<file path="src/rtl/irqEntryPkg.sv">
package irqEntryPkg;
  localparam int ADDR_W   = 20;
  localparam int FLAG_W   = 16;
  localparam int SEQ_LEN  = 20;
  localparam int STEP_W   = $clog2(SEQ_LEN);
  localparam int BIT_IEN  = 4;
  localparam int BIT_STEP = 5;
  localparam int BIT_STK  = 7;
  localparam int LVL_LO   = 12;
  localparam int LVL_W    = 3;

  // step schedule
  localparam int ST_INFO  = 0;
  localparam int ST_MOD   = 1;
  localparam int ST_PUSH0 = 3;
  localparam int ST_PUSH1 = 5;
  localparam int ST_PUSH2 = 7;
  localparam int ST_PUSH3 = 9;
  localparam int ST_LEVEL = 10;
  localparam int ST_VEC0  = 12;
  localparam int ST_VEC1  = 14;
  localparam int ST_VEC2  = 16;
  localparam int ST_LOAD  = 18;
  localparam int ST_DONE  = SEQ_LEN - 1;

  typedef struct packed {
    logic       accept;
    logic       rdInfo;
    logic       modFlags;
    logic       wrStk;
    logic [1:0] stkSel;   // 0:SP-2 1:SP-1 2:SP-4 3:SP-3
    logic       setLevel;
    logic       rdVec;
    logic [1:0] vecSel;
    logic       loadPc;
    logic       done;
  } seqStrobeT;
endpackage

</file>
<file path="src/rtl/irqSeqCtrl.sv">
module irqSeqCtrl
  import irqEntryPkg::*;
(
  input  logic      clk,
  input  logic      rstN,
  input  logic      req,
  output seqStrobeT strb
);
  logic              busy;
  logic [STEP_W-1:0] step;

  always_ff @(posedge clk) begin
    if (!rstN) begin
      busy <= 1'b0;
      step <= '0;
    end else if (!busy) begin
      if (req) begin
        busy <= 1'b1;
        step <= '0;
      end
    end else if (step == STEP_W'(ST_DONE)) begin
      busy <= 1'b0;
      step <= '0;
    end else begin
      step <= step + 1'b1;
    end
  end

  always_comb begin
    strb        = '0;
    strb.accept = !busy && req;
    if (busy) begin
      case (int'(step))
        ST_INFO:  strb.rdInfo   = 1'b1;
        ST_MOD:   strb.modFlags = 1'b1;
        ST_PUSH0: begin strb.wrStk = 1'b1; strb.stkSel = 2'd0; end
        ST_PUSH1: begin strb.wrStk = 1'b1; strb.stkSel = 2'd1; end
        ST_PUSH2: begin strb.wrStk = 1'b1; strb.stkSel = 2'd2; end
        ST_PUSH3: begin strb.wrStk = 1'b1; strb.stkSel = 2'd3; end
        ST_LEVEL: strb.setLevel = 1'b1;
        ST_VEC0:  begin strb.rdVec = 1'b1; strb.vecSel = 2'd0; end
        ST_VEC1:  begin strb.rdVec = 1'b1; strb.vecSel = 2'd1; end
        ST_VEC2:  begin strb.rdVec = 1'b1; strb.vecSel = 2'd2; end
        ST_LOAD:  strb.loadPc   = 1'b1;
        ST_DONE:  strb.done     = 1'b1;
        default:  ;
      endcase
    end
  end

  assert_info_first_R2: assert property (@(posedge clk) disable iff (!rstN)
    $rose(busy) |-> strb.rdInfo);
  assert_done_exit_R8: assert property (@(posedge clk) disable iff (!rstN)
    strb.done |=> !busy);
  assert_busy_hold_R10: assert property (@(posedge clk) disable iff (!rstN)
    (busy && !strb.done) |=> (busy && !strb.accept));
endmodule

</file>
<file path="src/rtl/irqSeqDatapath.sv">
module irqSeqDatapath
  import irqEntryPkg::*;
#(
  parameter int                SP_W      = 16,
  parameter logic [ADDR_W-1:0] VEC_BASE  = 20'h0FE00,
  parameter logic [ADDR_W-1:0] INFO_ADDR = 20'h00000
) (
  input  logic              clk,
  input  logic              rstN,
  input  seqStrobeT         strb,
  input  logic [FLAG_W-1:0] flagsIn,
  input  logic [ADDR_W-1:0] pcIn,
  input  logic [SP_W-1:0]   spIn,
  input  logic              swTrap,
  input  logic [5:0]        swNum,
  input  logic [7:0]        busRdata,
  output logic [ADDR_W-1:0] busAddr,
  output logic [7:0]        busWdata,
  output logic              busRd,
  output logic              busWr,
  output logic              srcClear,
  output logic [FLAG_W-1:0] flagsOut,
  output logic [ADDR_W-1:0] pcOut,
  output logic [SP_W-1:0]   spOut,
  output logic              done
);
  localparam int PAD_W = ADDR_W - SP_W;

  logic [FLAG_W-1:0] tmpFlags;
  logic [ADDR_W-1:0] pcLat;
  logic [SP_W-1:0]   spLat;
  logic              trapLat;
  logic [5:0]        trapNum;
  logic [LVL_W-1:0]  level;
  logic [5:0]        vecNum;
  logic [7:0]        vb0, vb1;
  logic [3:0]        vb2;
  logic [ADDR_W-1:0] vecAddr;
  logic [SP_W-1:0]   stkAddr;
  logic [FLAG_W-1:0] clearedFlags;
  logic              keepStk;

  // latch entry context
  always_ff @(posedge clk) begin
    if (!rstN) begin
      tmpFlags <= '0;
      pcLat    <= '0;
      spLat    <= '0;
      trapLat  <= 1'b0;
      trapNum  <= '0;
    end else if (strb.accept) begin
      tmpFlags <= flagsIn;
      pcLat    <= pcIn;
      spLat    <= spIn;
      trapLat  <= swTrap;
      trapNum  <= swNum;
    end
  end

  // descriptor capture
  always_ff @(posedge clk) begin
    if (!rstN) begin
      level  <= '0;
      vecNum <= '0;
    end else if (strb.rdInfo) begin
      level  <= busRdata[7:5];
      vecNum <= trapLat ? trapNum : {1'b0, busRdata[4:0]};
    end
  end

  assign keepStk = trapLat && trapNum[5];

  always_comb begin
    clearedFlags           = tmpFlags;
    clearedFlags[BIT_IEN]  = 1'b0;
    clearedFlags[BIT_STEP] = 1'b0;
    if (!keepStk) clearedFlags[BIT_STK] = 1'b0;
  end

  // flag and stack pointer results
  always_ff @(posedge clk) begin
    if (!rstN) begin
      flagsOut <= '0;
      spOut    <= '0;
    end else if (strb.modFlags) begin
      flagsOut <= clearedFlags;
    end else if (strb.setLevel) begin
      flagsOut[LVL_LO +: LVL_W] <= level;
      spOut <= spLat - SP_W'(4);
    end
  end

  // vector byte capture and PC load
  always_ff @(posedge clk) begin
    if (!rstN) begin
      vb0   <= '0;
      vb1   <= '0;
      vb2   <= '0;
      pcOut <= '0;
    end else begin
      if (strb.rdVec) begin
        case (strb.vecSel)
          2'd0:    vb0 <= busRdata;
          2'd1:    vb1 <= busRdata;
          default: vb2 <= busRdata[3:0];
        endcase
      end
      if (strb.loadPc) pcOut <= {vb2, vb1, vb0};
    end
  end

  assign vecAddr = VEC_BASE + ADDR_W'({vecNum, 2'b00});

  always_comb begin
    case (strb.stkSel)
      2'd0:    stkAddr = spLat - SP_W'(2);
      2'd1:    stkAddr = spLat - SP_W'(1);
      2'd2:    stkAddr = spLat - SP_W'(4);
      default: stkAddr = spLat - SP_W'(3);
    endcase
  end

  // bus drive
  always_comb begin
    busAddr  = '0;
    busWdata = '0;
    if (strb.rdInfo) begin
      busAddr = INFO_ADDR;
    end else if (strb.rdVec) begin
      busAddr = vecAddr + ADDR_W'(strb.vecSel);
    end else if (strb.wrStk) begin
      busAddr = {{PAD_W{1'b0}}, stkAddr};
      case (strb.stkSel)
        2'd0:    busWdata = {pcLat[19:16], tmpFlags[15:12]};
        2'd1:    busWdata = tmpFlags[7:0];
        2'd2:    busWdata = pcLat[7:0];
        default: busWdata = pcLat[15:8];
      endcase
    end
  end

  assign busRd    = strb.rdInfo | strb.rdVec;
  assign busWr    = strb.wrStk;
  assign srcClear = strb.rdInfo;
  assign done     = strb.done;

  assert_bus_excl_R9: assert property (@(posedge clk) disable iff (!rstN)
    !(busRd && busWr));
  assert_stack_low_R5: assert property (@(posedge clk) disable iff (!rstN)
    busWr |-> (busAddr[ADDR_W-1:SP_W] == '0));
  assert_flags_hold_R3: assert property (@(posedge clk) disable iff (!rstN)
    !(strb.modFlags || strb.setLevel) |=> $stable(flagsOut));
  assert_pc_hold_R8: assert property (@(posedge clk) disable iff (!rstN)
    !strb.loadPc |=> $stable(pcOut));
  assert_sp_drop_R6: assert property (@(posedge clk) disable iff (!rstN)
    strb.setLevel |=> (spOut == $past(spLat) - SP_W'(4)));
endmodule

</file>
<file path="src/rtl/irqEntrySeq.sv">
module irqEntrySeq
  import irqEntryPkg::*;
#(
  parameter int                SP_W      = 16,
  parameter logic [ADDR_W-1:0] VEC_BASE  = 20'h0FE00,
  parameter logic [ADDR_W-1:0] INFO_ADDR = 20'h00000
) (
  input  logic              clk,
  input  logic              rstN,
  input  logic              intReq,
  input  logic [FLAG_W-1:0] flagsIn,
  input  logic [ADDR_W-1:0] pcIn,
  input  logic [SP_W-1:0]   spIn,
  input  logic              swTrap,
  input  logic [5:0]        swNum,
  input  logic [7:0]        busRdata,
  output logic [ADDR_W-1:0] busAddr,
  output logic [7:0]        busWdata,
  output logic              busRd,
  output logic              busWr,
  output logic              srcClear,
  output logic [FLAG_W-1:0] flagsOut,
  output logic [ADDR_W-1:0] pcOut,
  output logic [SP_W-1:0]   spOut,
  output logic              done
);
  seqStrobeT strb;

  irqSeqCtrl u_ctrl (
    .clk  (clk),
    .rstN (rstN),
    .req  (intReq),
    .strb (strb)
  );

  irqSeqDatapath #(
    .SP_W      (SP_W),
    .VEC_BASE  (VEC_BASE),
    .INFO_ADDR (INFO_ADDR)
  ) u_dp (
    .clk      (clk),
    .rstN     (rstN),
    .strb     (strb),
    .flagsIn  (flagsIn),
    .pcIn     (pcIn),
    .spIn     (spIn),
    .swTrap   (swTrap),
    .swNum    (swNum),
    .busRdata (busRdata),
    .busAddr  (busAddr),
    .busWdata (busWdata),
    .busRd    (busRd),
    .busWr    (busWr),
    .srcClear (srcClear),
    .flagsOut (flagsOut),
    .pcOut    (pcOut),
    .spOut    (spOut),
    .done     (done)
  );
endmodule

</file>
<file path="config.mk">
export PLATFORM = sky130hd
export DESIGN_NAME = irqEntrySeq
export DESIGN_NICKNAME = d
export VERILOG_FILES = /design/src/rtl/irqEntryPkg.sv /design/src/rtl/irqSeqCtrl.sv /design/src/rtl/irqSeqDatapath.sv /design/src/rtl/irqEntrySeq.sv
export SDC_FILE = /design/constraint.sdc
export NUM_CORES = 1
export LEC_CHECK = 0
export ABC_CLOCK_PERIOD_IN_PS = 10600
export CAP_MARGIN = 10
export CORE_MARGIN = 1
export CORE_UTILIZATION = 54
export DETAILED_ROUTE_END_ITERATION = 8
export PLACE_DENSITY = 0.84
export RECOVER_POWER = 25
export SLEW_MARGIN = 20
export SYNTH_ARGS = -nofsm -noshare
export SYNTH_HDL_FRONTEND = slang
export SYNTH_SLANG_ARGS = --single-unit
</file>
<file path="constraint.sdc">
create_clock -name clk -period 10.6 [get_ports clk]
set_input_delay 1.59 -clock clk [delete_from_list [all_inputs] [get_ports clk]]
set_output_delay 1.59 -clock clk [all_outputs]
set_load 0.02 [all_outputs]
</file>
# == After elaboration in Yosys (flattened, before gate mapping) ==
# Cells that the tools add are included.
# totals
latch_bits,0
mem_bits_ro,0
elab_cells,79
n_memories,0
ff_bits,144
out_inout_bits,84
ram_bits,0
# classes
mul,0
n_div,0
n_shift,0
n_mux,26
bitwise_logic,3
n_reduce_logical,13
eq_ne,14
add_sub_neg,7
magnitude_cmp,0
# op_table
operator,count
$pmux W16 S3,1
$mux W20,2
$sub A16 B2 Y16 const B,2
$mux W8,3
$pmux W8 S3,1
$add A20 B2 Y20,1
$eq A5 B4 Y1 const B,4
$add A16 B8 Y17 const A,1
$mux W16,1
$sub A16 B1 Y16 const B,1
$sub A16 B3 Y16 const B,1
$eq A5 B5 Y1 const B,3
$mux W5,3
$pmux W3 S4,1
$mux W11,1
$eq A5 B3 Y1 const B,2
$mux W1,9
$pmux W3 S3,1
$reduce_and A2 Y1,4
$mux W3,2
$mux W6,1
$add A5 B1 Y5 const B,1
$eq A5 B1 Y1 const B,1
$eq A5 B2 Y1 const B,1
other kinds (10),15

# == Depth between registers and ports, before layout ==
# logic_depth
ltp_word,8
ltp_mapped,14

# == Modules after synthesis ==
# A second synthesis with hierarchy kept.
# hier_totals
cells_unflattened,747
area_unflattened_um2,6916.6
# modules_own_cells
mod,area_per_inst_um2,n_inst,cells_each,seq_area_each_um2
irqSeqDatapath,6388.6,1,681,2762.6
irqSeqCtrl,528.0,1,66,120.1

# == Worst setup path after synthesis ==
# No wires, ideal clock.
# synth_path
path_kind,reg-to-output
from,reg u_ctrl.step[1]
to,out busAddr[11]
arrival_time_ps,3606
slack_ps,5404
path_stages_with_launch,15
cell_sequence,dfxtp_1 > inv_1 > ha_1 > clkbuf_1 > nand3_1 > clkbuf_1 > clkbuf_1 > nor2_1 > ha_1 > a211oi_1 > and2_1 > nand2_1 > xnor2_1 > o22ai_1 > o21ai_0
# synth_between
elab_chain_cells,8
word_cells_on_any_way,20
cone_classes,add/sub: 1; eq/ne: 9; mux: 8; reduce/logical: 2
# synth_lines
element,line,source
start: declaration,irqSeqCtrl.sv:10,logic [STEP_W-1:0] step;
start signal: assignment,irqSeqCtrl.sv:25,step <= step + 1'b1;
"$eq A5 B4 Y1, or another cell as far along",irqSeqCtrl.sv:33,case (int'(step))
$pmux W3 S4,irqSeqCtrl.sv:33,
$mux W11 (*),irqSeqCtrl.sv:32,if (busy) begin
"parallel branches: the longest is 4 deep, another holds $add A20 B2 Y20",-,
$mux W20 (*),irqSeqDatapath.sv:127,if (strb.rdInfo) begin
end: declaration,irqEntrySeq.sv:17,"output logic [ADDR_W-1:0] busAddr,"
# Mark *: on every way between the ends.

# == Final worst setup path ==
# layout_path
from,reg u_ctrl.busy
to,out busAddr[5]
# layout_between
elab_chain_cells,6
word_cells_on_any_way,9
cone_classes,add/sub: 1; eq/ne: 2; mux: 5; reduce/logical: 1
# layout_lines
element,line,source
start: declaration,irqSeqCtrl.sv:9,logic busy;
start signal: assignment,irqSeqCtrl.sv:14,busy <= 1'b0;
start signal: assignment,irqSeqCtrl.sv:18,busy <= 1'b1;
start signal: assignment,irqSeqCtrl.sv:22,busy <= 1'b0;
$mux W11 (*),irqSeqCtrl.sv:32,
"parallel branches: the longest is 4 deep, another holds $add A20 B2 Y20",-,
$mux W20 (*),irqSeqDatapath.sv:127,
# Marked as above.

==> results.py <==
metrics = {
    "status": {
        "outcome": "complete, but fails checks",
        "violations": "max-capacitance violations, max-slew violations",
    },
    "cells_and_area": {
        "fillCellCount": 953,
        "final_layout_size_suffix_gt1_share_pct": 6.39,
        "layout_common_cells": "nand2_1, dfxtp_1, clkdlybuf4s50_1, a21oi_1, nor2_1",
        "syn_to_final_growth_pct": 30.8,
        "layout.nets": 1019,
        "fin_cells": 1101,
        "antenna_cells": 0,
        "layout_commonest_cell": "nand2_1",
    },
    "min_path": {
        "hold_path.class": "flop to flop",
    },
    "drt": {
        "antenna_left": 0,
        "wl_um": 18300,
        "dr.pass1.iters": 5,
        "drc": 0,
        "first_iter_violations": 352,
        "wl_per_cell_um": 16.6,
        "viasPerCell": 5.67,
        "num_vias": 6248,
    },
    "timing": {
        "clock.fmax_mhz": 164,
        "fin_setup_tns_ps": 0,
        "finalCritPeriodShare_pct": 57.5,
        "skew_ps": 6.51,
        "slew_viol_final": 76,
        "worstMarginPinSlew_ps": 2520,
        "hold_violations": 0,
        "rsz0062_at_grt": "false",
        "whs_ps": 449,
        "slew_headroom_pct": -68.9,
        "min_period_ps": 6090,
        "setup_slack_ps": 4510,
        "finalSetupViolCount": 0,
    },
    "logic_synthesis": {
        "synth_ff_type": "dfxtp_1",
        "synth-edff-count": 0,
        "postSynthAreaPerCell_um2": 7.93,
        "synth_top_family_by_area": "simple AND/OR/NAND/NOR gates",
        "synth_compound_area_share_pct": 16.1,
        "yosys_warnings": 0,
        "async_flop_share_pct": 0,
        "synth-simple-area-share_pct": 22.8,
        "syn_area_mm2": 0.00664,
        "ys_seq_area_share_pct": 43.4,
        "synth_xor_area_share_pct": 3.96,
        "muxShareOfSynthArea_pct": 6.79,
        "syn_inst": 837,
        "ys_ff_latch": 144,
        "synth-adder-area-share_pct": 1.62,
        "ys_types": 60,
    },
    "floorplan": {
        "die-area_mm2": 0.0127,
        "die_h_um": 113,
        "die_w_um": 113,
        "start_util_pct": 55.3,
        "core-area_mm2": 0.0120,
        "ios": 154,
        "rows": 40,
    },
    "power_and_ir_drop": {
        "ir_drop_v": 0.000111,
        "power.leakage_nw": 3.27,
        "power_density_mw_per_mm2": 156,
    },
    "flow_run": {
        "drv_cap": 1,
    },
    "worst_setup_path": {
        "cp-start-kind": "flop",
        "crit_fanout": 24,
        "cp_top_family": "compound AO/OA/AOI/OAI gates",
        "max_stage_delay_ps": 770,
        "arrival_ps": 4500,
        "critPathSlowestCell": "a211oi_1",
        "crit_type": "flop to primary output",
        "required_ps": 9010,
        "crit_path_end_kind": "primary output",
        "path_cells": "nor2b_1, nand3_1, buf_4, nor2_1, ha_1, a211oi_1, nand2_1, xnor2_1, o21ai_0, a31o_2, a21oi_1, clkdlybuf4s50_1",
        "critical_path_buf_inv_count": 2,
    },
    "clock_tree": {
        "cts_hold_buf": 0,
        "clockBufferDepth": 2,
        "cts.repair.resized": 0,
        "cts_inserted_buffers": 17,
        "cts.sinks": 144,
        "cts_tree": "done",
        "post-cts-setup-buffer-count": 0,
        "cts-root-buf": "clkbuf_16",
        "clk_pin_slew_ps": 60,
        "insertion_delay_ps": 430,
        "cts-htree-levels": 4,
    },
    "grt": {
        "grt_pass1_wl_um": 29300,
        "antenna_found_initial": 0,
        "grt_max_degree": 76,
        "grtUsageTotal_pct": 29.6,
        "grt_pass1_vias": 5863,
        "grt_overflow": 0,
    },
    "placed_design": {
        "dp_cells": 1069,
        "gp_congestion": 0.895,
        "numPortBuffers": 147,
        "dp_hpwl_um": 12300,
        "place_ws_ps": 5060,
    },
}
through the flow:
step / power, mW / utilization (%) / instance area, µm²
2_1_floorplan: 0.683 / - / 6660
3_3_place_gp: 0.732 / 67.1 / 8060
3_5_place_dp: 0.734 / 67.1 / 8060
4_1_cts: 1.35 / 72.3 / 8680
5_1_grt: 1.39 / 72.3 / 8680
6_report: 1.35 / 72.3 / 8680
Yosys cell counts (2+ instances only):
library cell  count  area share (%)
mux2i_1          27             4.1
o22ai_1           5            0.47
buf_4             6            0.68
nand2b_1          5            0.47
or3_1             2            0.19
o21ai_1           2            0.15
a22oi_1           7            0.79
o21a_1            3            0.34
buf_2             5            0.38
nor3b_1           3            0.34
a31oi_1           2            0.19
a211oi_1         16             1.8
or4_1             2            0.23
o21ai_0          19             1.4
xor2_1            8             1.1
dfxtp_1         144              43
o221ai_1          2            0.26
and2_1            5            0.47
nor2_1           62             3.5
inv_1             9            0.51
nor2b_1           3            0.28
nand4_1           2            0.19
nand3_1          13            0.98
mux4_2            8             2.7
a32o_1            2            0.30
nand2_1         221              13
ha_1              7             1.3
nor4_1            3            0.28
and3_1           12             1.1
a31o_2            4            0.53
a21oi_1         110             8.3
nand3b_1          2            0.23
nor3_1            9            0.68
clkbuf_1         60             3.4
xnor2_1          22             2.9
worst register-to-register path, cell delays in order, from the launching register on:
cell	delay [ps]
dfxtp_1	670
nand2b_1	290
nor2_1	170
and3_1	880
nor2_1	230
nand2_1	130
a21oi_1	70
state kept, by name, summed over array words and instances, names as in the netlist, 5 cells and up:
register	cells
u_dp.pcLat	20
u_dp.flagsOut	14
u_dp.vecNum	6
u_dp.tmpFlags	16
u_dp.spLat	16
u_ctrl.step	5
u_dp.spOut	16
u_dp.vb0	8
u_dp.pcOut	20
u_dp.vb1	8
u_dp.trapNum	6
kinds of logic after synthesis:
group	count (synthesis)
and+or+nand+nor	353
AOI/OAI and AO/OA	183
DFF	144
buffers and inverters	83
muxes	35
xor gates and xnor gates	30
adders and majority gates	8
other	1
per-layer routing:
| layer | track usage, % | part of all wire [%] | vias to the layer above |
|---|---|---|---|
| li1 | - | - | 3027 |
| met1 | 38.0 | 43 | 2934 |
| met2 | 47.8 | 48 | 249 |
| met3 | 7.02 | 7.1 | 38 |
| met4 | 12.6 | 2.7 | 0 |
| met5 | 0 | 0 | - |
power by group:
group | internal (mW) | total [mW] | switching [mW]
clock | 0.379 | 0.624 | 0.244
sequential | 0.558 | 0.577 | 0.0191
combinational | 0.0694 | 0.150 | 0.0805
final timing paths:
kind | startpoint | end | slack [ps] | cells past startpoint
setup / recovery | u_ctrl.busy$_SDFF_PN0_ | busAddr[5] | 4510 | 12
hold / removal | u_dp.pcOut[12]$_SDFFE_PN0P_ | u_dp.pcOut[12]$_SDFFE_PN0P_ | 450 | 2
setup reg to reg | u_ctrl.busy$_SDFF_PN0_ | u_dp.flagsOut[14]$_SDFFE_PN0P_ | 7950 | 6
hold reg to reg | u_dp.pcOut[12]$_SDFFE_PN0P_ | u_dp.pcOut[12]$_SDFFE_PN0P_ | 450 | 2
final cells by class:
type	count	area [µm²]	area share [%]
clock buffer	18	439	5.06
inverter	10	38.8	0.447
clock inverter	14	178	2.05
sequential	144	2880	33.2
multi-input combinational	615	3440	39.6
timing repair buffer	153	1520	17.5
tap	147	184	2.12
No activity file was read; power rests on OpenSTA's default activity.
